File: config.mk
export PLATFORM = sky130hd
export DESIGN_NAME = rstreq_gate
export DESIGN_NICKNAME = d
export VERILOG_FILES = /design/src/rtl/rstreq_pkg.sv /design/src/rtl/rstreq_sync_edge.sv /design/src/rtl/rstreq_ctrl.sv /design/src/rtl/rstreq_iso.sv /design/src/rtl/rstreq_gate.sv
export SDC_FILE = /design/constraint.sdc
export NUM_CORES = 1
export LEC_CHECK = 0
export BUFFER_PORTS_ARGS = -buffer_cell sky130_fd_sc_hd__buf_2
export CAP_MARGIN = 20
export CORE_UTILIZATION = 32
export CTS_BUF_LIST = sky130_fd_sc_hd__clkbuf_4 sky130_fd_sc_hd__clkbuf_8 sky130_fd_sc_hd__clkbuf_16
export DETAILED_ROUTE_END_ITERATION = 8
export GPL_TIMING_DRIVEN = 0
export PLACE_DENSITY = 0.93
export SYNTH_ARGS = -nofsm -noshare
export SYNTH_HDL_FRONTEND = slang
export SYNTH_SLANG_ARGS = --single-unit
export TNS_END_PERCENT = 100
File: constraint.sdc
create_clock -name clk -period 2.3 [get_ports clk]
set_input_delay 0.46 -clock clk [delete_from_list [all_inputs] [get_ports clk]]
set_output_delay 0.46 -clock clk [all_outputs]
set_load 0.05 [all_outputs]
File: src/rtl/rstreq_pkg.sv
package rstreq_pkg;
  localparam int unsigned DATA_W   = 32;
  localparam int unsigned EN_BIT   = 1;
  localparam int unsigned STAT_BIT = 4;
  localparam int unsigned CLR_BIT  = 9;
  localparam logic        CTRL_SEL = 1'b0;
  localparam logic        ISO_SEL  = 1'b1;
endpackage

File: src/rtl/rstreq_sync_edge.sv
module rstreq_sync_edge #(
  parameter int unsigned STAGES = 2
) (
  input  logic clk,
  input  logic rst_n,
  input  logic din,
  output logic rise
);
  // sh[0..STAGES-1] form the synchroniser; sh[STAGES] holds the previous value
  logic [STAGES:0] sh;

  always_ff @(posedge clk or negedge rst_n) begin
    if (!rst_n) sh[0] <= 1'b0;
    else        sh[0] <= din;
  end

  for (genvar i = 1; i <= STAGES; i++) begin : g_stage
    always_ff @(posedge clk or negedge rst_n) begin
      if (!rst_n) sh[i] <= 1'b0;
      else        sh[i] <= sh[i-1];
    end
  end

  assign rise = sh[STAGES-1] & ~sh[STAGES];
endmodule

File: src/rtl/rstreq_ctrl.sv
module rstreq_ctrl (
  input  logic clk,
  input  logic por_n,
  input  logic full_rst,
  input  logic wr_en_field,
  input  logic en_wval,
  input  logic clr_wr,
  input  logic req_rise,
  output logic en,
  output logic stat,
  output logic req_pulse
);
  logic fire;
  assign fire = req_rise & en;

  // enable: power-on reset only
  always_ff @(posedge clk or negedge por_n) begin
    if (!por_n)           en <= 1'b0;
    else if (wr_en_field) en <= en_wval;
  end

  // sticky flag: full reset first, then set, then clear (set wins over clear)
  always_ff @(posedge clk or negedge por_n) begin
    if (!por_n)        stat <= 1'b0;
    else if (full_rst) stat <= 1'b0;
    else if (fire)     stat <= 1'b1;
    else if (clr_wr)   stat <= 1'b0;
  end

  always_ff @(posedge clk or negedge por_n) begin
    if (!por_n) req_pulse <= 1'b0;
    else        req_pulse <= fire;
  end
endmodule

File: src/rtl/rstreq_iso.sv
module rstreq_iso #(
  parameter int unsigned GROUPS = 2
) (
  input  logic              clk,
  input  logic              por_n,
  input  logic              warm_rst,
  input  logic              full_rst,
  input  logic              wr_iso,
  input  logic [GROUPS-1:0] iso_wval,
  output logic [GROUPS-1:0] iso,
  output logic [GROUPS-1:0] lane_rst
);
  logic non_por;
  assign non_por = warm_rst | full_rst;

  always_ff @(posedge clk or negedge por_n) begin
    if (!por_n)      iso <= '0;
    else if (wr_iso) iso <= iso_wval;
  end

  for (genvar g = 0; g < GROUPS; g++) begin : g_lane
    assign lane_rst[g] = ~por_n | (non_por & ~iso[g]);
  end
endmodule

File: src/rtl/rstreq_gate.sv
module rstreq_gate
  import rstreq_pkg::*;
#(
  parameter int unsigned SYNC_STAGES = 2,
  parameter int unsigned GROUPS      = 2
) (
  input  logic              clk,
  input  logic              por_n,
  input  logic              full_rst,
  input  logic              warm_rst,
  input  logic              link_req,
  input  logic              reg_wr,
  input  logic              reg_addr,
  input  logic [DATA_W-1:0] reg_wdata,
  output logic [DATA_W-1:0] reg_rdata,
  output logic              dev_rst_req,
  output logic [GROUPS-1:0] lane_rst
);
  logic              req_rise;
  logic              en_q;
  logic              stat_q;
  logic              clr_wr;
  logic              ctrl_wr;
  logic              iso_wr;
  logic [GROUPS-1:0] iso_q;

  assign ctrl_wr = reg_wr & (reg_addr == CTRL_SEL);
  assign iso_wr  = reg_wr & (reg_addr == ISO_SEL);
  assign clr_wr  = ctrl_wr & reg_wdata[CLR_BIT];

  rstreq_sync_edge #(.STAGES(SYNC_STAGES)) u_sync (
    .clk  (clk),
    .rst_n(por_n),
    .din  (link_req),
    .rise (req_rise)
  );

  rstreq_ctrl u_ctrl (
    .clk        (clk),
    .por_n      (por_n),
    .full_rst   (full_rst),
    .wr_en_field(ctrl_wr),
    .en_wval    (reg_wdata[EN_BIT]),
    .clr_wr     (clr_wr),
    .req_rise   (req_rise),
    .en         (en_q),
    .stat       (stat_q),
    .req_pulse  (dev_rst_req)
  );

  rstreq_iso #(.GROUPS(GROUPS)) u_iso (
    .clk     (clk),
    .por_n   (por_n),
    .warm_rst(warm_rst),
    .full_rst(full_rst),
    .wr_iso  (iso_wr),
    .iso_wval(reg_wdata[GROUPS-1:0]),
    .iso     (iso_q),
    .lane_rst(lane_rst)
  );

  always_comb begin
    reg_rdata = '0;
    if (reg_addr == CTRL_SEL) begin
      reg_rdata[EN_BIT]   = en_q;
      reg_rdata[STAT_BIT] = stat_q;
    end else begin
      reg_rdata[GROUPS-1:0] = iso_q;
    end
  end
endmodule

=== Word level (Yosys, flattened, before mapping) ===
Index checks and enable logic that the tools add are counted.

* Add/subtract/negate cells: 0
* $mul: 0
* Divide/modulo/power cells: 0
* Order comparisons: 0
* Equal/unequal tests: 0
* Shifts and indexed selects: 0
* Mux-type cells: 6
* Bitwise logic cells: 15
* Reduce and logical (&&, ||, !) cells: 1

{| class="wikitable"
|+ Operators with widths
! kind !! count
|-
| 1-bit AND || 7
|-
| 1-bit 2-to-1 mux || 6
|-
| 1-bit inverter || 5
|-
| 1-bit bitwise OR || 3
|-
| 3-bit nonzero test || 1
|}

* Bits in registers: 8
* Bits in latches: 0
* Bits in writable memories: 0
* Memory bits (read-only): 0
* Output and inout port bits: 35
* Memories kept: 0

=== Longest topological paths before layout ===
Gate-level depths: netlist of the first run.

* Depth after elaboration: 6
* Mapped depth: 2
* Gate-level depth less buffers: 2

=== By module ===
From an unflattened synthesis of the first run, not the netlist that was laid out.

* Cells, all modules: 55
* Area, all modules: 570.5 µm²

{| class="wikitable"
|+ Modules (own cells, without submodules)
! module !! instances !! cells each !! area an instance (µm²)
|-
| rstreq_gate || 1 || 36 || 279.0
|-
| rstreq_ctrl || 1 || 8 || 108.9
|-
| rstreq_iso || 1 || 7 || 93.8
|-
| rstreq_sync_edge || 1 || 4 || 88.8
|}

=== Least setup slack after synthesis of the first run ===
Ideal clock, no wire load.

* Kind: input to output
* From: input port full_rst
* To: output port lane_rst[0]
* Arrival: 1580 ps
* Data required time: 1840 ps
* Slack: 260 ps
* Stages on the path: 2
* Path through: nor2_1 > o21ai_0

* Cells in the longest elaborated chain, start to end: 3

{| class="wikitable"
|+ Ends and longest elaborated chain
! item !! line !! source
|-
| from (decl) || rstreq_gate.sv:9 || <nowiki>input logic full_rst,</nowiki>
|-
| 1-bit bitwise OR || rstreq_iso.sv:14 || <nowiki>assign non_por = warm_rst | full_rst;</nowiki>
|-
| 1-bit AND || rstreq_iso.sv:22 || <nowiki>assign lane_rst[g] = ~por_n | (non_por & ~iso[g]);</nowiki>
|-
| 1-bit bitwise OR || rstreq_iso.sv:22 ||
|-
| to (decl) || rstreq_gate.sv:17 || <nowiki>output logic [GROUPS-1:0] lane_rst</nowiki>
|}

No other way between the ends.

=== Worst setup path in the final report of the first run ===
* From: input port reg_addr
* To: output port reg_rdata[1]

* Cells in the longest elaborated chain, start to end: 1

{| class="wikitable"
|+ Ends and longest elaborated chain
! item !! line !! source
|-
| from (decl) || rstreq_gate.sv:13 || <nowiki>input logic reg_addr,</nowiki>
|-
| 1-bit 2-to-1 mux || rstreq_gate.sv:64 || <nowiki>if (reg_addr == CTRL_SEL) begin</nowiki>
|-
| to (decl) || rstreq_gate.sv:15 || <nowiki>output logic [DATA_W-1:0] reg_rdata,</nowiki>
|}

No other way between the ends.

==> results.cfg, run 1 <==
[synth]
synth_top_area_cell = buf_4
synth_top_family_by_area = buffers and inverters
muxShareOfSynthArea_pct = 8.333
ys_types = 14
synth_top_area_share_pct = 40.28
yosys.area_share.simple_pct = 9.491
synth_xor_area_share_pct = 0
yosys-top-cells-area = buf_4 40%, dfrtp_1 37%, mux2_1 4.2%
synth_cells = 54
synth-compound-area-share_pct = 3.472
syn_avg_cell_area_um2 = 10.01
yosys_warnings = 0
synthAdderAreaFrac_pct = 0
yosys_register_bits = 8
synth-seq-area-share_pct = 37.04
netlist_area_um2 = 540.5

[clocking]
root_buffer = clkbuf_4
clk_latency_ns = 0.24
cts_tree = yes
numCtsBuffers = 3
holdBufCountCts = 0
cts_resized = 0
clk_path_buf_depth = 2
postCtsSetupRepairBufs = 0
clkTransAtPathRegs_ns = 0.05
htreeDepth = 1
cts_sinks = 8

[timing]
drv_slew = 0
finClkSkew_ns = 0.002350
setup_ws_ns = 0.6665
rsz0062_at_grt = false
hold_viol_final = 0
setup_violations = 0
fin_tns_setup_ns = 0
timing.final.crit_share_pct = 71.02
fmax_ghz = 0.6122
hold_ws_ns = 0.05361
timing.final.crit_period_ns = 1.634

[final_layout]
diodes = 0
final_cells = 116
regArea_um2 = 200.2
area_delta_synth_final_pct = 41.20
n_fill_cell = 154
finalNetCount = 141
drive_gt1_share_pct = 50.00
multi_input_area_um2 = 224.0

[grt]
grt_util_all_layers_pct = 9.895
antenna_found_initial = 0
grt.overflow.total = 0
grt_max_degree = 11
grt_pass1_wl_um = 1304
grt_pass1_vias = 309

[critical_path]
timing.critical_path.max_delay_family = buffers and inverters
cp-end-kind = output pin
max_stage_delay_ns = 0.35
critPathLaunchType = input pin
worstPathCellList = buf_2, mux2_2, buf_2
r2r_start = u_ctrl.en$_DFFE_PN0P_
path_buf_inv = 2
crit_start = reg_addr
arrival_ns = 1.17
setup.worst_path.class = in2out
crit_top_cell = buf_2
critPathMaxFanout = 6
worst_path_max_delay_cell = mux2_2
required_ns = 1.84

[detailed_routing]
wl_per_cell_um = 7.457
vias = 395
highest_layer = met3
wl_met1_um = 279
drtPass1Iterations = 2
met3WireLength_um = 112
drt_wl_total_um = 865
drc = 0
ant_nets = 0
drtIter0Drc = 2
vias_per_cell = 3.405
dr_wl_met2_um = 473

[status]
status = finished clean

[floorplanning]
die_area_um2 = 1858
coreArea_um2 = 1541
rows = 14
die_w_um = 43.10
die_y_um = 43.10
initial_core_util_pct = 35.06
ios = 74

[power_and_ir_drop]
power_mw = 0.4847
p_clk_share_pct = 20.7
leakage_nw = 0.4737
p_per_area_nw_per_um2 = 635.0
ir_drop_v = 0.0003318
p_int_mw = 0.2725
combinationalPowerShare_pct = 46.2
switching_share_pct = 43.77
pwr-share-seq_pct = 33.1
power_switching_mw = 0.2121

[placement]
dp.cells = 113
pre_cts_ws_ns = 0.6700
io_buffer_count = 15
place.gp.congestion = 0.7491

[run]
drv_cap = 0

[min_path]
hold_path.class = in2async
[cells in the mapped netlist]
| cell | instances |
|---|---|
| conb_1 | 1 |
| a22o_1 | 1 |
| mux2_2 | 2 |
| nor2_1 | 1 |
| buf_4 | 29 |
| nand3b_1 | 1 |
| mux2_1 | 2 |
| nand2_2 | 1 |
| and2_1 | 1 |
| and3b_1 | 1 |
| nor2b_1 | 3 |
| inv_1 | 1 |
| dfrtp_1 | 8 |
| o21ai_0 | 2 |
[state kept, by name, summed over array words and instances (netlist names)]
register,cells
u_ctrl.req_pulse,1
u_iso.iso,2
u_ctrl.en,1
u_ctrl.stat,1
u_sync.sh,3
[per-stage QoR]
step	instance area, um2	util (%)
after CTS	763.2	49.51
after floorplan	645.6	-
after detailed placement	740.7	48.05
final	763.2	49.51
after global routing	763.2	49.51
after global placement	740.7	48.05
[placed cells by master (no fill, tap or decap), drive strengths merged]
| cell | count |
|---|---|
| conb | 29 |
| a22o | 1 |
| dfrtp | 8 |
| nand2 | 1 |
| clkbuf | 3 |
| nor2b | 3 |
| o21ai | 2 |
| nor2 | 1 |
| nand3b | 1 |
| inv | 1 |
| buf | 44 |
| and3b | 1 |
| mux2 | 4 |
| and2 | 1 |
[logic make-up (layout without fill, tap and decap cells)]
group                  Yosys count  count (layout)
AO/OA/AOI/OAI                    3               3
buffers and inverters           30              48
flip-flops                       8               8
multiplexers                     4               4
other                            1              29
AND/OR/NAND/NOR                  8               8
[power groups by stage]
stage	Sequential (mW)	Clock [mW]	Combinational (mW)
after CTS	0.160	0.108	0.223
after global routing	0.162	0.115	0.233
after global placement	0.162	0	0.220
final	0.160	0.100	0.224
after floorplan	0.165	0	0.194
after detailed placement	0.163	0	0.223
[worst reg2reg max path: stages, from the launching register on]
cell	delay, ns
dfrtp_1	0.39
and3b_1	0.20
a22o_1	0.22
[metal layers]
layer  GRT usage [%]  vias up
li1                -      208
met1           9.284      162
met2           17.91       25
met3           5.106        0
met4           3.636        0
met5               0        -
[layout make-up]
| class | count | area share, % |
|---|---|---|
| plain buffers | 29 | 28.52 |
| clock buffers | 3 | 2.951 |
| inverters | 1 | 0.4918 |
| multi-input cells | 44 | 29.34 |
| flip-flops and latches | 8 | 26.23 |
| well taps | 16 | 2.623 |
| repair buffers | 15 | 9.836 |
[final timing paths]
| kind | endpoint | slack (ns) | cells after the start |
|---|---|---|---|
| min in group clk | u_sync.sh[0]$_DFF_PN0_ | 0.32 | 1 |
| hold reg to reg | u_sync.sh[1]$_DFF_PN0_ | 0.36 | 0 |
| setup / recovery | reg_rdata[1] | 0.67 | 3 |
| setup reg to reg | u_ctrl.stat$_DFFE_PN0P_ | 1.38 | 2 |
| max in group asynchronous | u_sync.sh[0]$_DFF_PN0_ | 2.07 | 1 |
| hold / removal | u_ctrl.req_pulse$_DFF_PN0_ | 0.05 | 1 |
(Power assumes the default switching activity.)
==> run 2: changes to the inputs <==
--- a/config.mk
+++ b/config.mk
@@ -5,13 +5,14 @@
 export SDC_FILE = /design/constraint.sdc
 export NUM_CORES = 1
 export LEC_CHECK = 0
+export ABC_AREA = 1
 export BUFFER_PORTS_ARGS = -buffer_cell sky130_fd_sc_hd__buf_2
 export CAP_MARGIN = 20
-export CORE_UTILIZATION = 32
+export CORE_UTILIZATION = 27
 export CTS_BUF_LIST = sky130_fd_sc_hd__clkbuf_4 sky130_fd_sc_hd__clkbuf_8 sky130_fd_sc_hd__clkbuf_16
 export DETAILED_ROUTE_END_ITERATION = 8
 export GPL_TIMING_DRIVEN = 0
-export PLACE_DENSITY = 0.93
+export PLACE_DENSITY = 0.85
 export SYNTH_ARGS = -nofsm -noshare
 export SYNTH_HDL_FRONTEND = slang
 export SYNTH_SLANG_ARGS = --single-unit
==> constraint.sdc (replaced) <==
create_clock -name clk -period 1.4 [get_ports clk]
set_input_delay 0.28 -clock clk [delete_from_list [all_inputs] [get_ports clk]]
set_output_delay 0.28 -clock clk [all_outputs]
set_load 0.05 [all_outputs]
==> results.cfg, run 2 <==
[status]
status = finished clean

[final_layout]
largestRegisters = u_sync.sh: 3 flops, u_iso.iso: 2 flops
drive_gt1_share_pct = 45.54
top_register = u_sync.sh
largest_register_ff_count = 3
diodes = 0
final_cells = 137
layout_common_cells = 29 x buf_4, 29 x conb_1, 14 x buf_2
fin_util_pct = 43.89
finalNetCount = 153
area_delta_synth_final_pct = 45.29

[min_path]
hp-start = link_req
whs_endpoint = u_sync.sh[0]$_DFF_PN0_
min_path_cells = 1
hold_path.class = in2reg

[critical_path]
critPathMaxFanout = 3
arrival_ns = 1.06
r2r_end = u_ctrl.stat$_DFFE_PN0P_
required_ns = 1.12
r2r_start = u_ctrl.en$_DFFE_PN0P_
reg2reg_depth = 4
cp-end-kind = output pin
critPathLaunchType = register
setup.worst_path.class = reg2out
ff2ff_setup_slack_ns = 0.66

[power_and_ir_drop]
p_per_area_nw_per_um2 = 1002
p_clk_share_pct = 22.1
pwr-share-seq_pct = 32.9
leakage_nw = 0.5028
combinationalPowerShare_pct = 45.0
p_int_mw = 0.4389
power_mw = 0.7923
power_switching_mw = 0.3534
switching_share_pct = 44.60
ir_drop_v = 0.0003161

[floorplanning]
die_y_um = 46.90
rows = 15
ios = 74
die_w_um = 46.90
die_area_um2 = 2199
initial_core_util_pct = 30.21
coreArea_um2 = 1802

[synth]
syn_avg_cell_area_um2 = 8.373
synth_commonest_cells = 29 x buf_4, 9 x nand2_1, 8 x dfrtp_1
ys_types = 13
synth-edff-count = 0
yosys_warnings = 0
async_flop_share_pct = 100.0
netlist_area_um2 = 544.3
yosys-top-cells-area = buf_4 40%, dfrtp_1 37%, nand2_1 6.2%
synth-main-ff-cell = dfrtp_1
synth-seq-area-share_pct = 36.78
yosys_register_bits = 8
synth_top_area_share_pct = 40.00
yosysMostFrequentCell = buf_4
synth_top_area_cell = buf_4
synth_cells = 65

[timing]
timing.final.crit_share_pct = 95.55
fmax_ghz = 0.7476
setup_ws_ns = 0.06231
drv_slew = 0
setup_violations = 0
hold_viol_final = 0
timing.final.crit_period_ns = 1.338
finClkSkew_ns = 0.002852
rsz0062_at_grt = false
fin_tns_setup_ns = 0

[grt]
grt_pass1_wl_um = 1248
antenna_found_initial = 0
grt_pass1_vias = 329
grt.overflow.total = 0
grt_max_degree = 9
grt_util_all_layers_pct = 8.730

[clocking]
cts_sinks = 8
numCtsBuffers = 3
postCtsSetupRepairBufs = 0
root_buffer = clkbuf_4
clkTransAtPathRegs_ns = 0.05
clk_path_buf_depth = 2
cts_tree = yes
clk_latency_ns = 0.25
htreeDepth = 1

[placement]
io_buffer_count = 15
dp_hpwl_um = 795.9
pre_cts_ws_ns = 0.2738
place.gp.congestion = 0.7587
dp.cells = 133

[detailed_routing]
ant_nets = 0
drc = 0
wl_per_cell_um = 6.818
drt_wl_total_um = 934
drtIter0Drc = 4
drtPass1Iterations = 2
vias_per_cell = 3.190
vias = 437

[run]
drv_cap = 0
[run 2: power by group through the flow]
stage / Clock [mW] / Combinational (mW) / Sequential (mW)
floorplan: 0 / 0.306 / 0.267
global placement: 0 / 0.347 / 0.263
detailed placement: 0 / 0.350 / 0.265
CTS: 0.185 / 0.352 / 0.261
global route: 0.198 / 0.379 / 0.262
finish: 0.175 / 0.357 / 0.260
[run 2: worst max path at each step]
stage	end	cells after the start	slack, ns	from
4_1_cts	lane_rst[1]	2	0.05	u_iso.iso[1]$_DFFE_PN0P_
6_report	lane_rst[1]	2	0.06	u_iso.iso[1]$_DFFE_PN0P_
2_1_floorplan	lane_rst[0]	1	0.02	u_iso.iso[0]$_DFFE_PN0P_
5_1_grt	lane_rst[0]	2	0.008	u_iso.iso[0]$_DFFE_PN0P_
3_3_place_gp	reg_rdata[1]	4	0.28	reg_addr
3_5_place_dp	reg_rdata[1]	4	0.27	reg_addr
[run 2: stage by stage]
step / cell area, um2 / hold WS, ns
after global routing: 790.8 / 0.1183
final: 790.8 / 0.1350
after detailed placement: 755.7 / 0.1486
after CTS: 788.3 / 0.1217
after global placement: 755.7 / 0.1371
after floorplan: 649.4 / -0.01559
[run 2: layout make-up]
type                       count  area, um2
fill                         188       1011
multi-input combinational     50      209.0
timing repair buffer          16      87.58
tap                           25      31.28
inverter                       6      22.52
buffer                        29      217.7
sequential                     8      200.2
clock buffer                   3      22.52
[run 2: cell families (layout without fill, tap and decap cells)]
group / count (synthesis) / in the layout / synth area share, %
other cells: 1 / 29 / 0.6890
simple gates: 15 / 15 / 12.18
buf+inv: 35 / 54 / 44.14
compound gates: 6 / 6 / 6.206
flops: 8 / 8 / 36.78
[run 2: what timing repair did]
action                                 CTS  global route
hold buffers                             1             0
endpoints found under the hold margin    8             0
setup endpoints to repair                0             1
resized for setup                        0             1
[run 2: worst max-delay path: stages, from the launching register on]
cell,delay [ns]
dfrtp_1,0.40
o21ai_1,0.14
buf_2,0.27
[run 2: metal layers]
layer	part of all wire [%]	vias up	track usage [%]
li1	-	234	-
met2	52	32	16.67
met5	0	-	0
met3	11	0	4.615
met4	0	0	5.143
met1	37	171	6.824
